### src/rtl/pinirq_ctrl.sv
module pinirq_ctrl #(
  parameter int W  = 32,
  parameter int AW = 8
) (
  input  logic          clk,
  input  logic          rst_n,
  input  logic [W-1:0]  pin_vec,
  input  logic [AW-1:0] bus_addr,
  input  logic          bus_wr,
  input  logic [W-1:0]  bus_wdata,
  output logic [W-1:0]  bus_rdata,
  output logic          irq_out
);
  localparam logic [AW-1:0] A_EN   = AW'(8'h30);
  localparam logic [AW-1:0] A_MASK = AW'(8'h34);
  localparam logic [AW-1:0] A_TYPE = AW'(8'h38);
  localparam logic [AW-1:0] A_POL  = AW'(8'h3C);
  localparam logic [AW-1:0] A_STAT = AW'(8'h40);
  localparam logic [AW-1:0] A_RAW  = AW'(8'h44);
  localparam logic [AW-1:0] A_DEB  = AW'(8'h48);
  localparam logic [AW-1:0] A_EOI  = AW'(8'h4C);

  logic [W-1:0] en_q, mask_q, type_q, pol_q, deb_q;
  logic [W-1:0] raw_q, prev_q;
  logic         irq_q;

  logic [W-1:0] clr, edge_evt, lvl_cond, raw_d, stat;

  assign clr      = (bus_wr && bus_addr == A_EOI) ? bus_wdata : '0;
  assign edge_evt = (pin_vec ^ prev_q) & type_q;
  assign lvl_cond = (pin_vec ^ pol_q) & ~type_q;
  assign raw_d    = lvl_cond | (type_q & ((raw_q & ~clr) | edge_evt));
  assign stat     = raw_q & mask_q;
  assign irq_out  = irq_q;

  always_ff @(posedge clk or negedge rst_n) begin
    if (!rst_n) begin
      en_q   <= '0;
      mask_q <= '0;
      type_q <= '0;
      pol_q  <= '0;
      deb_q  <= '0;
    end else if (bus_wr) begin
      case (bus_addr)
        A_EN:    en_q   <= bus_wdata;
        A_MASK:  mask_q <= bus_wdata;
        A_TYPE:  type_q <= bus_wdata;
        A_POL:   pol_q  <= bus_wdata;
        A_DEB:   deb_q  <= bus_wdata;
        default: ;
      endcase
    end
  end

  always_ff @(posedge clk or negedge rst_n) begin
    if (!rst_n) begin
      raw_q  <= '0;
      prev_q <= '0;
      irq_q  <= 1'b0;
    end else begin
      raw_q  <= raw_d;
      prev_q <= pin_vec;
      irq_q  <= |stat;
    end
  end

  always_comb begin
    case (bus_addr)
      A_EN:    bus_rdata = en_q;
      A_MASK:  bus_rdata = mask_q;
      A_TYPE:  bus_rdata = type_q;
      A_POL:   bus_rdata = pol_q;
      A_STAT:  bus_rdata = stat;
      A_RAW:   bus_rdata = raw_q;
      A_DEB:   bus_rdata = deb_q;
      default: bus_rdata = '0;
    endcase
  end
endmodule

### config.mk
export PLATFORM = sky130hd
export DESIGN_NAME = pinirq_ctrl
export DESIGN_NICKNAME = d
export VERILOG_FILES = /design/src/rtl/pinirq_ctrl.sv
export SDC_FILE = /design/constraint.sdc
export NUM_CORES = 1
export LEC_CHECK = 0
export ABC_AREA = 1
export CORE_MARGIN = 10
export CORE_UTILIZATION = 40
export DETAILED_ROUTE_END_ITERATION = 12
export PLACE_DENSITY = 0.63
export SLEW_MARGIN = 20
export SYNTH_ARGS = -nofsm -noshare
export SYNTH_HDL_FRONTEND = slang
export SYNTH_SLANG_ARGS = --single-unit
### constraint.sdc
create_clock -name clk -period 4.65 [get_ports clk]
set_clock_uncertainty 0.1 [all_clocks]
set_input_delay 1.1625 -clock clk [delete_from_list [all_inputs] [get_ports clk]]
set_output_delay 1.1625 -clock clk [all_outputs]
set_load 0.05 [all_outputs]
-- Word-level counts from Yosys, hierarchy flattened
Index checks and enable logic that the tools add are counted.
- register bits: 225
- output and inout port bits: 33
- logic and storage cells: 36
- equality and inequality tests: 8
- mux-type cells: 2
- bitwise gates (word level): 11
- reduce and logical (&&, ||, !) cells: 7
- operator list (kind ; number):
    32-bit case mux with 7 select lines ; 1
    32-bit bitwise AND ; 5
    32-bit NOT ; 2
    32-bit bitwise OR ; 2
    32-bit XOR ; 2
    8-bit by 6-bit == test with 1-bit output, second input constant ; 4
    8-bit by 7-bit == test with 1-bit output, second input constant ; 4
    32-bit two-way mux ; 1
    32-bit OR reduction ; 1
    2-bit AND reduction ; 5
    1-bit logical AND ; 1

-- Logic depth before layout (Yosys ltp)
- word-level depth: 8
- mapped depth: 9
- gate-level depth less buffers: 8

-- Worst setup path before layout
Ideal clock, no wire load.
- kind: in2out
- start: in bus_addr[1]
- end: out bus_rdata[10]
- arrival: 2.401 ns
- required time: 3.388 ns
- path slack: 0.987 ns
- cell stages on the path: 8
- path buffers: 1
- path through: nor2_2 nand3_1 nor2_2 clkbuf_1 nand2_1 nand2_1 nor2_1 nand2_1
- longest elaborated chain between the ends: 2
- RTL lines (what ; RTL line ; source):
    from (decl) ; 8 ; input logic [AW-1:0] bus_addr,
    8-bit by 7-bit == test with 1-bit output / 8-bit by 6-bit == test with 1-bit output (equally long branches) ; 68 ; case (bus_addr)
    32-bit case mux with 7 select lines * ; 68 ;
    to (decl) ; 11 ; output logic [W-1:0] bus_rdata,
Mark *: on every way between the ends. The rest lies on a longest branch, timed or not.

-- Worst setup path in the final report
- start: in bus_addr[6]
- end: out bus_rdata[15]
Same word-level chain as after synthesis.

==> metrics.cfg <==
[final_layout]
instances_no_fill=1867
final_util_pct=50.5
fin_area_sq_um=13600
diodes=0
area_delta_synth_final_pct=24.5
drive_gt1_share_pct=6.95
final_nets=1584

[detailed_routing]
ant_nets=0
first_pass_iters=5
dr.first_iter.drc_count=633
drc_errors=0
num_vias=9425
wl_per_cell_um=16.1
wl_um=30100
detail_route.vias_per_cell=5.05

[sta]
slew_viol_final=0
worst_slew_pin_slew_ns=0.791
fmax_mhz=237
grt_setup_unrepaired=false
finalCritPeriodShare_pct=90.7
setup_viol=0
tns_ns=0
fin_crit_ns=4.22
slew_headroom_pct=47.3
hold_violations=0

[clock_network]
cts.path.max_buffers=3
cts_root_buf=clkbuf_16
numClockSinks=225
clock_insertion_delay_worst_skew_ns=0.53
cts_max_level=1
post-cts-setup-buffers=0
hold_buffers=0
numCtsBuffers=26
tritoncts=built
cts-resized-gates=0
clkSlewWorstSetupHoldPaths_ns=0.06

[die]
initial_utilization_pct=40.6
io_pins=108
die_w_um=185
dieArea_sq_um=34300
die_height_um=185
core_area_sq_um=26900
num_rows=60

[global_route]
grt_max_degree=102
grt_pass1_wl_um=48400
grt_antenna_before_repair=0
grt_use_total_pct=17.6
grt_pass1_vias=9108
grt_overflow=0

[synthesis]
yosysUniqueCellTypes=21
yosysWarnings=0
yosys_register_bits=225
synth_area_sq_um=10900
ys_top_cells_by_area=dfrtp_1 (52%), nand2_1 (17%), o21ai_0 (5.4%)
synth_nets=1495
syn_inst=1420
yosysTopAreaCellShare_pct=51.6
ys_seq_area_share_pct=51.6
synth_largest_area_cell=dfrtp_1
syn_avg_cell_area_sq_um=7.68

[critical_path]
cp_max_fo=64
worstSetupStartpointType=primary input
endpoint_kind=output port
critPathRequiredTime_ns=3.39
critPathKind=in -> out
worstPathArrival_ns=2.95

[place]
port_buffers=107
placed_area_sq_um=12700
dp.cells=1822
globalplace.congestion=0.797
hpwl_um=18700

[power]
p_int_w=0.00350
p_clk_share_pct=45.1
power_density_nw_per_um2=340
p_sw_share_pct=24.1
sequentialPowerShare_pct=47.0
leakage_nw=6.61
pwr-share-comb_pct=7.9
p_switching_w=0.00111
vdd_drop_max_v=0.000258

[status]
status=complete, no violations

[flow_run]
cap_violations=0

[hold_path]
hold_class=reg -> reg

==> worst max-delay path, cell delays in order <==
cell and delay, ns:
clkdlybuf4s50_1 0.55, inv_1 0.06, nor2_1 0.12, nand2_1 0.11, inv_2 0.08, buf_12 0.29, nand3_1 0.13, nand2_1 0.07
nor2_1 0.04, nand2_1 0.17, buf_12 0.17
==> power groups by stage <==
stage | clock network, W | logic (W) | registers [W]
2_1_floorplan | 0 | 0.000175 | 0.00219
3_3_place_gp | 0 | 0.000360 | 0.00220
3_5_place_dp | 0 | 0.000370 | 0.00220
4_1_cts | 0.00212 | 0.000372 | 0.00217
5_1_grt | 0.00220 | 0.000419 | 0.00218
6_report | 0.00208 | 0.000365 | 0.00217
==> through the flow <==
stage | setup WS, ns | hold WS (ns) | total power [W]
after detailed placement | 0.458 | 0.373 | 0.00257
after CTS | 0.448 | 0.388 | 0.00466
after global placement | 0.448 | 0.366 | 0.00256
after floorplan | 0.987 | 0.352 | 0.00236
after global routing | 0.295 | 0.403 | 0.00480
final | 0.433 | 0.383 | 0.00461
==> synth_stat cells (all sizes together) <==
| cell | count |
|---|---|
| clkbuf | 41 |
| nand3 | 71 |
| xor2 | 32 |
| or2 | 1 |
| nand2 | 487 |
| nor3 | 1 |
| a21oi | 64 |
| nor2 | 141 |
| o21ai | 192 |
| inv | 99 |
| and3 | 1 |
| nand4 | 9 |
| nand3b | 31 |
| dfrtp | 225 |
| buf | 25 |
==> per-layer routing <==
metal | global-route usage [%] | routed length, um
met1 | 22.6 | 13400
met2 | 29.6 | 14300
met3 | 3.15 | 1720
met4 | 4.88 | 674
met5 | 0 | 0
==> layout by cell type (no fill, tap or decap), types with 2 or more instances in the layout <==
cell and instances:
nand3_1 69, buf_12 40, o21ai_1 74, nand3_2 2, dfrtp_1 225, clkbuf_16 27, nand3b_1 31, xor2_1 32
clkinv_2 2, nor2_1 134, clkbuf_8 7, buf_4 12, nand2_2 2, a21oi_1 64, nand4_1 9, bufinv_16 2
nand2_1 485, inv_1 98, clkbuf_1 6, o21ai_0 118, clkdlybuf4s50_1 74, nor2_2 6
==> final timing paths <==
path	startpoint	endpoint	slack, ns	depth (start not counted)
worst max register to register	raw_q[6]$_DFF_PN0_	irq_out$_DFF_PN0_	3.44	4
worst min register to register	deb_q[26]$_DFFE_PN0P_	deb_q[26]$_DFFE_PN0P_	0.38	2
max in group asynchronous	rst_n	type_q[0]$_DFFE_PN0P_	2.93	2
worst max-delay path	bus_addr[6]	bus_rdata[15]	0.43	11
min in group asynchronous	rst_n	prev_q[6]$_DFF_PN0_	0.58	1
worst min-delay path	deb_q[26]$_DFFE_PN0P_	deb_q[26]$_DFFE_PN0P_	0.38	2
==> area by class of cell <==
cell class	instances	area, sq um
repair buffers	127	1650
well taps	341	427
fillers	2615	13300
clock inverters	5	78.8
flip-flops and latches	225	5630
clock buffers	40	795
inverters	99	372
multi-input cells	1030	4630
==> cells by family (layout without fill, tap and decap cells) <==
kind of cell	Yosys count	count (layout)	synth area share, %
XOR/XNOR	32	32	2.57
buffers and inverters	165	271	6.00
AND/OR/NAND/NOR	742	742	28.0
flip-flops	225	225	51.6
AO/OA/AOI/OAI	256	256	11.8
==> sequential cells by signal (all words and copies together) (netlist names) <==
signal	count
pol_q	32
mask_q	32
irq_out	1
prev_q	32
en_q	32
type_q	32
deb_q	32
raw_q	32
(Power assumes the default switching activity.)
